--- config.mk ---
export PLATFORM = sky130hd
export DESIGN_NAME = tri_pin_scan_ctrl
export DESIGN_NICKNAME = d
export VERILOG_FILES = /design/src/rtl/scan3_pkg.sv /design/src/rtl/scan3_cfg.sv /design/src/rtl/scan3_seq.sv /design/src/rtl/scan3_wrap.sv /design/src/rtl/tri_pin_scan_ctrl.sv
export SDC_FILE = /design/constraint.sdc
export NUM_CORES = 1
export LEC_CHECK = 0
export ABC_CLOCK_PERIOD_IN_PS = 3150
export BUFFER_PORTS_ARGS = -buffer_cell sky130_fd_sc_hd__buf_2
export CORE_ASPECT_RATIO = 0.9
export CORE_MARGIN = 2
export CORE_UTILIZATION = 25
export DETAILED_ROUTE_END_ITERATION = 6
export PLACE_DENSITY_LB_ADDON = 0.15
export SLEW_MARGIN = 0
export SYNTH_ARGS = -nofsm -noshare
export SYNTH_HDL_FRONTEND = slang
export SYNTH_SLANG_ARGS = --single-unit
--- constraint.sdc ---
create_clock -name clk -period 3.15 [get_ports clk]
set_clock_uncertainty 0.05 [all_clocks]
set_input_delay 0.4725 -clock clk [delete_from_list [all_inputs] [get_ports clk]]
set_output_delay 0.4725 -clock clk [all_outputs]
set_load 0.01 [all_outputs]
--- src/rtl/scan3_pkg.sv ---
package scan3_pkg;
    typedef enum logic [1:0] {
        PH_IDLE  = 2'd0,
        PH_SHIFT = 2'd1,
        PH_CAPT  = 2'd2
    } phase_e;
endpackage

--- src/rtl/scan3_cfg.sv ---
module scan3_cfg #(
    parameter int LEN_W = 16,
    parameter int CAP_W = 8,
    parameter int SEL_W = 2
) (
    input  logic             clk,
    input  logic             rst_n,
    input  logic             load_i,
    input  logic             enter_i,
    input  logic             trig_i,
    input  logic [SEL_W-1:0] sel_i,
    input  logic [LEN_W-1:0] len_i,
    input  logic [CAP_W-1:0] cap_i,
    output logic             mode_o,
    output logic             trig_o,
    output logic [SEL_W-1:0] sel_o,
    output logic [LEN_W-1:0] len_o,
    output logic [CAP_W-1:0] cap_o
);
    typedef struct packed {
        logic             locked;
        logic             enter;
        logic             trig;
        logic [SEL_W-1:0] sel;
        logic [LEN_W-1:0] len;
        logic [CAP_W-1:0] cap;
    } cfg_t;

    cfg_t cfg_d, cfg_q;

    always_comb begin
        cfg_d = cfg_q;
        if (load_i && !cfg_q.locked) begin
            cfg_d.locked = 1'b1;
            cfg_d.enter  = enter_i;
            cfg_d.trig   = trig_i;
            cfg_d.sel    = sel_i;
            cfg_d.len    = len_i;
            cfg_d.cap    = cap_i;
        end
    end

    always_ff @(posedge clk or negedge rst_n) begin
        if (!rst_n) cfg_q <= '0;
        else        cfg_q <= cfg_d;
    end

    assign mode_o = cfg_q.locked & cfg_q.enter;
    assign trig_o = cfg_q.trig;
    assign sel_o  = cfg_q.sel;
    assign len_o  = cfg_q.len;
    assign cap_o  = cfg_q.cap;
endmodule

--- src/rtl/scan3_seq.sv ---
module scan3_seq
    import scan3_pkg::*;
#(
    parameter int LEN_W = 16,
    parameter int CAP_W = 8,
    localparam int CNT_W = (LEN_W > CAP_W) ? LEN_W : CAP_W
) (
    input  logic             clk,
    input  logic             rst_n,
    input  logic             mode_i,
    input  logic             trig_mode_i,
    input  logic [LEN_W-1:0] len_i,
    input  logic [CAP_W-1:0] cap_i,
    input  logic             pad_si_i,
    output logic             scan_en_o
);
    typedef struct packed {
        phase_e           ph;
        logic [CNT_W-1:0] cnt;
        logic             trig;
    } seq_t;

    seq_t seq_d, seq_q;
    logic [CNT_W-1:0] cnt_inc;
    logic             shift_done;
    logic             cap_done;

    assign cnt_inc    = seq_q.cnt + CNT_W'(1);
    assign shift_done = cnt_inc >= CNT_W'(len_i);
    assign cap_done   = cnt_inc >= CNT_W'(cap_i);

    always_comb begin
        seq_d      = seq_q;
        // trigger is only armed while capturing
        seq_d.trig = pad_si_i & (seq_q.ph == PH_CAPT);
        unique case (seq_q.ph)
            PH_IDLE: begin
                if (mode_i) begin
                    seq_d.ph  = PH_SHIFT;
                    seq_d.cnt = '0;
                end
            end
            PH_SHIFT: begin
                if (shift_done) begin
                    seq_d.ph  = PH_CAPT;
                    seq_d.cnt = '0;
                end else begin
                    seq_d.cnt = cnt_inc;
                end
            end
            PH_CAPT: begin
                if (trig_mode_i) begin
                    if (seq_q.trig) begin
                        seq_d.ph  = PH_SHIFT;
                        seq_d.cnt = '0;
                    end
                end else if (cap_done) begin
                    seq_d.ph  = PH_SHIFT;
                    seq_d.cnt = '0;
                end else begin
                    seq_d.cnt = cnt_inc;
                end
            end
            default: begin
                seq_d.ph  = PH_IDLE;
                seq_d.cnt = '0;
            end
        endcase
        if (!mode_i) begin
            seq_d.ph  = PH_IDLE;
            seq_d.cnt = '0;
        end
    end

    always_ff @(posedge clk or negedge rst_n) begin
        if (!rst_n) seq_q <= '{ph: PH_IDLE, cnt: '0, trig: 1'b0};
        else        seq_q <= seq_d;
    end

    assign scan_en_o = (seq_q.ph == PH_SHIFT);
endmodule

--- src/rtl/scan3_wrap.sv ---
module scan3_wrap #(
    parameter int NUM_CHAINS = 3,
    parameter int SEL_W      = 2
) (
    input  logic                  mode_i,
    input  logic [SEL_W-1:0]      sel_i,
    input  logic                  pad_si_i,
    input  logic                  func_so_i,
    input  logic [NUM_CHAINS-1:0] chain_tail_i,
    output logic [NUM_CHAINS-1:0] chain_si_o,
    output logic                  pad_so_o,
    output logic                  func_in_o
);
    logic tail_pick;

    for (genvar g = 0; g < NUM_CHAINS; g++) begin : g_head
        assign chain_si_o[g] = mode_i & (sel_i == SEL_W'(g)) & pad_si_i;
    end

    always_comb begin
        tail_pick = 1'b0;
        for (int i = 0; i < NUM_CHAINS; i++) begin
            if (sel_i == SEL_W'(i)) tail_pick = chain_tail_i[i];
        end
    end

    assign pad_so_o  = mode_i ? tail_pick : func_so_i;
    assign func_in_o = pad_si_i & ~mode_i;
endmodule

--- src/rtl/tri_pin_scan_ctrl.sv ---
module tri_pin_scan_ctrl #(
    parameter int NUM_CHAINS = 3,
    parameter int LEN_W      = 16,
    parameter int CAP_W      = 8,
    localparam int SEL_W     = (NUM_CHAINS > 1) ? $clog2(NUM_CHAINS + 1) : 1
) (
    input  logic                  clk,
    input  logic                  rst_n,
    input  logic                  cfg_load,
    input  logic                  cfg_enter,
    input  logic                  cfg_trig,
    input  logic [SEL_W-1:0]      cfg_sel,
    input  logic [LEN_W-1:0]      cfg_len,
    input  logic [CAP_W-1:0]      cfg_cap,
    input  logic                  pad_si,
    output logic                  pad_so,
    input  logic                  func_so,
    output logic                  func_in,
    input  logic [NUM_CHAINS-1:0] chain_tail,
    output logic [NUM_CHAINS-1:0] chain_si,
    output logic                  scan_mode,
    output logic                  scan_en
);
    logic             trig_mode;
    logic [SEL_W-1:0] sel_q;
    logic [LEN_W-1:0] len_q;
    logic [CAP_W-1:0] cap_q;

    scan3_cfg #(.LEN_W(LEN_W), .CAP_W(CAP_W), .SEL_W(SEL_W)) u_cfg (
        .clk     (clk),
        .rst_n   (rst_n),
        .load_i  (cfg_load),
        .enter_i (cfg_enter),
        .trig_i  (cfg_trig),
        .sel_i   (cfg_sel),
        .len_i   (cfg_len),
        .cap_i   (cfg_cap),
        .mode_o  (scan_mode),
        .trig_o  (trig_mode),
        .sel_o   (sel_q),
        .len_o   (len_q),
        .cap_o   (cap_q)
    );

    scan3_seq #(.LEN_W(LEN_W), .CAP_W(CAP_W)) u_seq (
        .clk         (clk),
        .rst_n       (rst_n),
        .mode_i      (scan_mode),
        .trig_mode_i (trig_mode),
        .len_i       (len_q),
        .cap_i       (cap_q),
        .pad_si_i    (pad_si),
        .scan_en_o   (scan_en)
    );

    scan3_wrap #(.NUM_CHAINS(NUM_CHAINS), .SEL_W(SEL_W)) u_wrap (
        .mode_i       (scan_mode),
        .sel_i        (sel_q),
        .pad_si_i     (pad_si),
        .func_so_i    (func_so),
        .chain_tail_i (chain_tail),
        .chain_si_o   (chain_si),
        .pad_so_o     (pad_so),
        .func_in_o    (func_in)
    );
endmodule

==> results.toml, run 1 <==
[grt]
grt_util_all_layers = 0.124
grt-ovfl-total = 0
grt_max_degree = 24
grt_antenna_before_repair = 0
grt_pass1_vias = 2388
grt_pass1_wl_um = 12000

[yosys]
synthCells = 292
async_flop_share = 1.00
syn_area_per_cell_um2 = 9.75
ys_seq_area_frac = 0.422
ys_top_cells_by_area = "dfrtp_1 42%, ha_1 11%, nand2_1 5.0%"
synth_edf_count = 0
synth_flop_cell = "dfrtp_1"
yosysTopAreaCell = "dfrtp_1"
synth-seq-cells = 48
synth_most_common_cell = "dfrtp_1"
synthTopCellsByCount = "48 x dfrtp_1, 38 x nand2_1, 28 x inv_1, 28 x o21ai_0, 24 x ha_1"
synth_warnings = 0
synth_area_um2 = 2850
ys_types = 50
synth_nets = 352
netlist.area_leader.share = 0.422

[floorplanning]
fp.dieW_um = 117
die_h_um = 105
ioPinCount = 43
core_area_um2 = 10900
dieArea_um2 = 12300
initial_core_util = 0.260
row_count = 36

[worst_setup_path]
path_max_fanout = 9
r2r_slack_ns = 0.08
critPathLaunchType = "flop"
critPathKind = "reg -> reg"
end_kind = "flop"
cp_data_arrival_time_ns = 3.19
crit_required_ns = 3.27

[status]
status = "finished, final reports clean"

[cells_and_area]
drive_above_1_share = 0.339
stdcell_area_um2 = 3780
nets = 434
post-route-util = 0.346
n_fill_cell = 1174
syn_to_final_growth_pct = 32.9
antennaDiodeCount = 0

[drt]
drtPass1Iterations = 4
viasPerCell = 4.46
vias = 2349
drc = 0
ant_nets = 0
drt_iter0_drc = 71
routedWlPerCell_um = 13.5
wirelength_um = 7130

[pwr]
power.density_nw_per_um2 = 412
p_leak_nw = 1.87
max-vdd-ir-drop_mv = 0.157

[place]
io_buffers = 42
place.gp.congestion = 0.768
placed_area_um2 = 3450
place_hpwl_um = 5660

[cts]
numCtsBuffers = 5
clk_pin_slew_ns = 0.07
h-tree-depth = 2
clockRootBuffer = "clkbuf_16"
ctsHoldBuffers = 0
insertion_delay_ns = 0.29
tritoncts = "built"
cts.path.max_buffers = 2
clkSinkCount = 48

[timing]
maxSlewHeadroom = 0.586
setup_viol = 0
fmax_ghz = 0.326
fin_crit_ns = 3.07
finalCritPeriodShare = 0.973
rsz0062_at_grt = "yes"
hold_slack_ns = 0.0339
hold_violations = 0
worstMarginPinSlew_ns = 0.622
slew_viol_final = 0

[worst_hold_path]
hold_class = "in -> async"

[job]
drv_cap = 0
worst paths after layout:
| check | cells after the start | end | start |
|---|---|---|---|
| setup / recovery | 13 | u_seq.seq_q[3] | u_seq.seq_q[1] |
| hold / removal | 1 | u_cfg.sel_o[0] | rst_n |
| setup reg to reg | 13 | u_seq.seq_q[3] | u_seq.seq_q[1] |
| hold reg to reg | 1 | u_seq.seq_q[13] | u_seq.seq_q[13] |
| max in group asynchronous | 2 | u_cfg.cap_o[4] | rst_n |
| min in group clk | 3 | u_cfg.cap_o[3] | cfg_cap[3] |
state kept, by name, summed over array words and instances, names as in the netlist:
| signal | flops |
|---|---|
| u_seq.seq_q | 19 |
| u_cfg.len_o | 16 |
| u_cfg.cap_o | 8 |
| u_cfg.cfg_q | 2 |
| u_cfg.sel_o | 2 |
| u_cfg.trig_o | 1 |
routing by layer:
metal,routed length [µm],vias to the layer above,GRT usage
met5,0,-,0
met4,74,0,0.0281
met1,3450,1126,0.169
met3,203,6,0.0265
met2,3410,31,0.201
li1,-,1186,-
timing repair:
action,in CTS,in global routing
pin swaps,5,15
setup endpoints to repair,4,18
gates resized for setup,6,17
buffers inserted,4,7
where the power goes:
group,leakage (nW),switching (mW),total [mW],internal [mW]
Sequential,0.604,0.0255,0.694,0.669
Combinational,1.18,0.143,0.255,0.112
Clock,0.0808,0.234,0.608,0.374
Total,1.87,0.403,1.56,1.16
kinds of logic (layout without fill, tap and decap cells):
logic type | after synthesis | in the layout | synth area share
buffers and inverters | 36 | 119 | 0.0479
multiplexers | 7 | 7 | 0.0272
adder cells (fa/ha/maj) | 24 | 24 | 0.105
XOR/XNOR | 14 | 14 | 0.0431
AND/OR/NAND/NOR | 98 | 98 | 0.200
AO/OA/AOI/OAI | 65 | 65 | 0.154
flip-flops | 48 | 48 | 0.422
area by class of cell:
class                      instances  area (µm²)  share of cell area
tap                              152         190              0.0502
timing repair buffer              83         522               0.138
clock inverter                     2        35.0             0.00926
clock buffer                       6         129              0.0340
sequential                        48        1200               0.318
inverter                          28         105              0.0278
multi-input combinational        208        1600               0.423
per-stage QoR:
stage          TNS (ns)  cells  total power, mW  setup WS [ns]
3_5_place_dp    -0.0565    508            0.956        -0.0373
3_3_place_gp          0    508            0.949         0.0345
6_report              0    527             1.56         0.0848
4_1_cts               0    520             1.58         0.0168
5_1_grt          -0.131    527             1.65        -0.0579
2_1_floorplan         0    292            0.850         0.0415
cell usage in the layout, fill, tap and decap left out, types with 3 or more instances in the layout:
master,synthesis,layout
ha_1,24,23
nand3_1,8,7
nor4_4,2,3
o21ai_0,28,26
buf_2,1,42
nor3_2,2,3
xor2_1,5,4
nor2b_1,6,5
buf_4,0,40
clkbuf_16,0,5
inv_1,28,28
nand2_1,38,37
nand4_1,5,5
nor3_1,8,6
xnor2_1,9,7
a31oi_1,3,3
o21ai_1,3,4
nor2_1,8,8
a21oi_1,8,7
a22o_1,9,9
mux2_2,6,6
dfrtp_1,48,47
worst max-delay path, cell delays in order (launching register included):
cell	delay (ns)
dfrtp_1	0.36
ha_2	0.19
nand4_1	0.22
nor3_2	0.23
buf_4	0.15
xnor2_2	0.11
inv_1	0.06
ha_1	0.26
and4_4	0.25
nand2_4	0.06
a221o_1	0.33
a21oi_4	0.26
nor2_4	0.10
a221o_1	0.31
Note: power is estimated with default switching activity, not from simulation.
==> run 2: changes to the inputs <==
- SYNTH_HIERARCHICAL: not set -> 1
==> run 2 against run 1 <==
Effect of this change: the run now ends with setup timing left; critical path depth grew 2; core utilization down 0.89 points; register-to-register slack worse by 0.12 ns; area after synthesis grew 16%; final area increased by 14%; critical endpoint is now u_seq/seq_q[3]; combinational power grew 22%; global-route usage fell by 1.0 points; cell count grew 7.0%; first-iteration DRC count up 20%.
==> results.toml, run 2 <==
[cells_and_area]
largest_register_ffs = 19
drive_above_1_share = 0.483
final_cell_mix = "57 x buf_4, 45 x dfrtp_1, 42 x buf_2"
nets = 459
post-route-util = 0.337
antennaDiodeCount = 0
top_register = "u_seq/seq_q"
final_cells = 564
syn_to_final_growth_pct = 30.5
final_common_cell = "buf_4"

[grt]
grt-ovfl-total = 0
grt_pass1_wl_um = 12900
grt_util_all_layers = 0.114
grt_pass1_vias = 2591
grt_max_degree = 24
grt_antenna_before_repair = 0

[pwr]
p_leak_nw = 2.05
switching_power_uw = 424
pwr-share-comb = 0.197
max-vdd-ir-drop_mv = 0.194
power.density_nw_per_um2 = 365
swShare = 0.270
power_mw = 1.57
p_clk_frac = 0.359
power_frac_seq = 0.444
internal_power_mw = 1.15

[timing]
hold_slack_ns = 0.108
setup_viol = 3
maxSlewHeadroom = 0.634
fmax_ghz = 0.314
worstMarginPinSlew_ns = 0.549
finalCritPeriodShare = 1.01
hold_violations = 0
setup_ws_ns = -0.0346
slew_viol_final = 0
fin_crit_ns = 3.18
rsz0062_at_grt = "yes"

[worst_setup_path]
crit_required_ns = 3.27
cp_data_arrival_time_ns = 3.30
r2r_slack_ns = -0.03
end_kind = "flop"
r2r-start = "u_seq/seq_q[2]"
rr_worst_depth = 15
path_max_fanout = 7
critPathKind = "reg -> reg"
critPathLaunchType = "flop"
r2r-end = "u_seq/seq_q[3]"

[drt]
ant_nets = 0
viasPerCell = 4.42
wirelength_um = 7840
drtPass1Iterations = 4
drc = 0
vias = 2491
routedWlPerCell_um = 13.9
drt_iter0_drc = 85

[cts]
insertion_delay_ns = 0.29
clk_pin_slew_ns = 0.07
numCtsBuffers = 5
ctsHoldBuffers = 0
tritoncts = "built"
clkSinkCount = 48
cts.path.max_buffers = 2
clockRootBuffer = "clkbuf_16"
h-tree-depth = 2

[worst_hold_path]
hold_class = "in -> async"

[place]
post-place-ws_ns = -0.298
place_hpwl_um = 5990
place.gp.congestion = 0.876
io_buffers = 42
dp.cells = 543

[floorplanning]
fp.dieW_um = 125
row_count = 39
die_h_um = 113
core_area_um2 = 12800
ioPinCount = 43
initial_core_util = 0.258
dieArea_um2 = 14100

[yosys]
synth_most_common_cell = "dfrtp_1"
ys_seq_area_frac = 0.364
ys_top_cells_by_area = "dfrtp_1 36%, mux2_4 9.6%, ha_1 9.1%"
synth_area_um2 = 3300
synth-seq-cells = 48
synth_nets = 382
syn_area_per_cell_um2 = 10.2
yosysTopAreaCell = "dfrtp_1"
synthCells = 322
ys_types = 57
synth_flop_cell = "dfrtp_1"
synthTopCellsByCount = "48 x dfrtp_1, 34 x nand2_1, 32 x inv_1, 27 x buf_4, 24 x ha_1"
synth_warnings = 6
async_flop_share = 1.00
netlist.area_leader.share = 0.364
synth_edf_count = 0

[status]
status = "finished with violations"
violations = "setup timing"

[job]
drv_cap = 0
==> run 2: layout make-up <==
| type | count | area (µm²) |
|---|---|---|
| Timing Repair Buffer | 104 | 703 |
| Fill cell | 1359 | 8480 |
| Tap cell | 164 | 205 |
| Clock buffer | 6 | 139 |
| Clock inverter | 2 | 15.0 |
| Multi-Input combinational cell | 208 | 1920 |
| Sequential cell | 48 | 1200 |
| Inverter | 32 | 120 |
==> run 2: routing by layer <==
metal / global-route usage / share of wire
met1: 0.159 / 0.50
met2: 0.182 / 0.45
met3: 0.0203 / 0.037
met4: 0.0319 / 0.016
met5: 0 / 0
==> run 2: worst max-delay path, stage by stage, from the launching register on <==
cell and delay (ns):
dfrtp_2 0.42, ha_4 0.15, and4_4 0.23, nand3_4 0.09, and2_4 0.18, or2_4 0.25, ha_4 0.26, and4_4 0.21
o211ai_1 0.11, a211o_1 0.32, o32ai_2 0.13, a211oi_2 0.09, buf_4 0.16, o21ai_4 0.17, buf_12 0.15, o211ai_2 0.07
==> run 2: power groups by stage <==
stage	clock network [mW]	logic (mW)	registers [mW]
2_1_floorplan	0	0.230	0.699
3_3_place_gp	0	0.282	0.709
3_5_place_dp	0	0.283	0.710
4_1_cts	0.586	0.306	0.700
5_1_grt	0.611	0.346	0.706
6_report	0.564	0.310	0.698
==> run 2: how the worst max path moves through the flow <==
stage	from	to	cells past startpoint
after floorplan	u_seq/seq_q[2]	u_seq/seq_q[3]	15
after global placement	u_seq/seq_q[2]	u_seq/seq_q[14]	14
after detailed placement	u_seq/seq_q[2]	u_seq/seq_q[14]	14
after CTS	u_seq/seq_q[2]	u_seq/seq_q[14]	17
after global routing	u_seq/seq_q[11]	u_seq/seq_q[3]	15
final	u_seq/seq_q[2]	u_seq/seq_q[3]	15
==> run 2: logic make-up after synthesis <==
logic type,Yosys count,share of synthesized area
adders and majority gates,24,0.0910
AOI/OAI and AO/OA,42,0.102
DFF,48,0.364
buffers and inverters,66,0.118
and+or+nand+nor,100,0.166
xor gates and xnor gates,12,0.0319
muxes,30,0.126
==> run 2: stage by stage <==
stage	TNS, ns	instance area [µm²]
after floorplan	0	3320
after global placement	-1.82	3830
after detailed placement	-2.66	3830
after CTS	0	4090
after global routing	-1.87	4310
final	-0.0793	4310
==> run 2: repair_timing <==
action,in CTS,in global routing
gates cloned,0,0
gates resized for setup,11,32
setup buffers,5,8
endpoints found under the setup margin,16,18
pin swaps,5,19
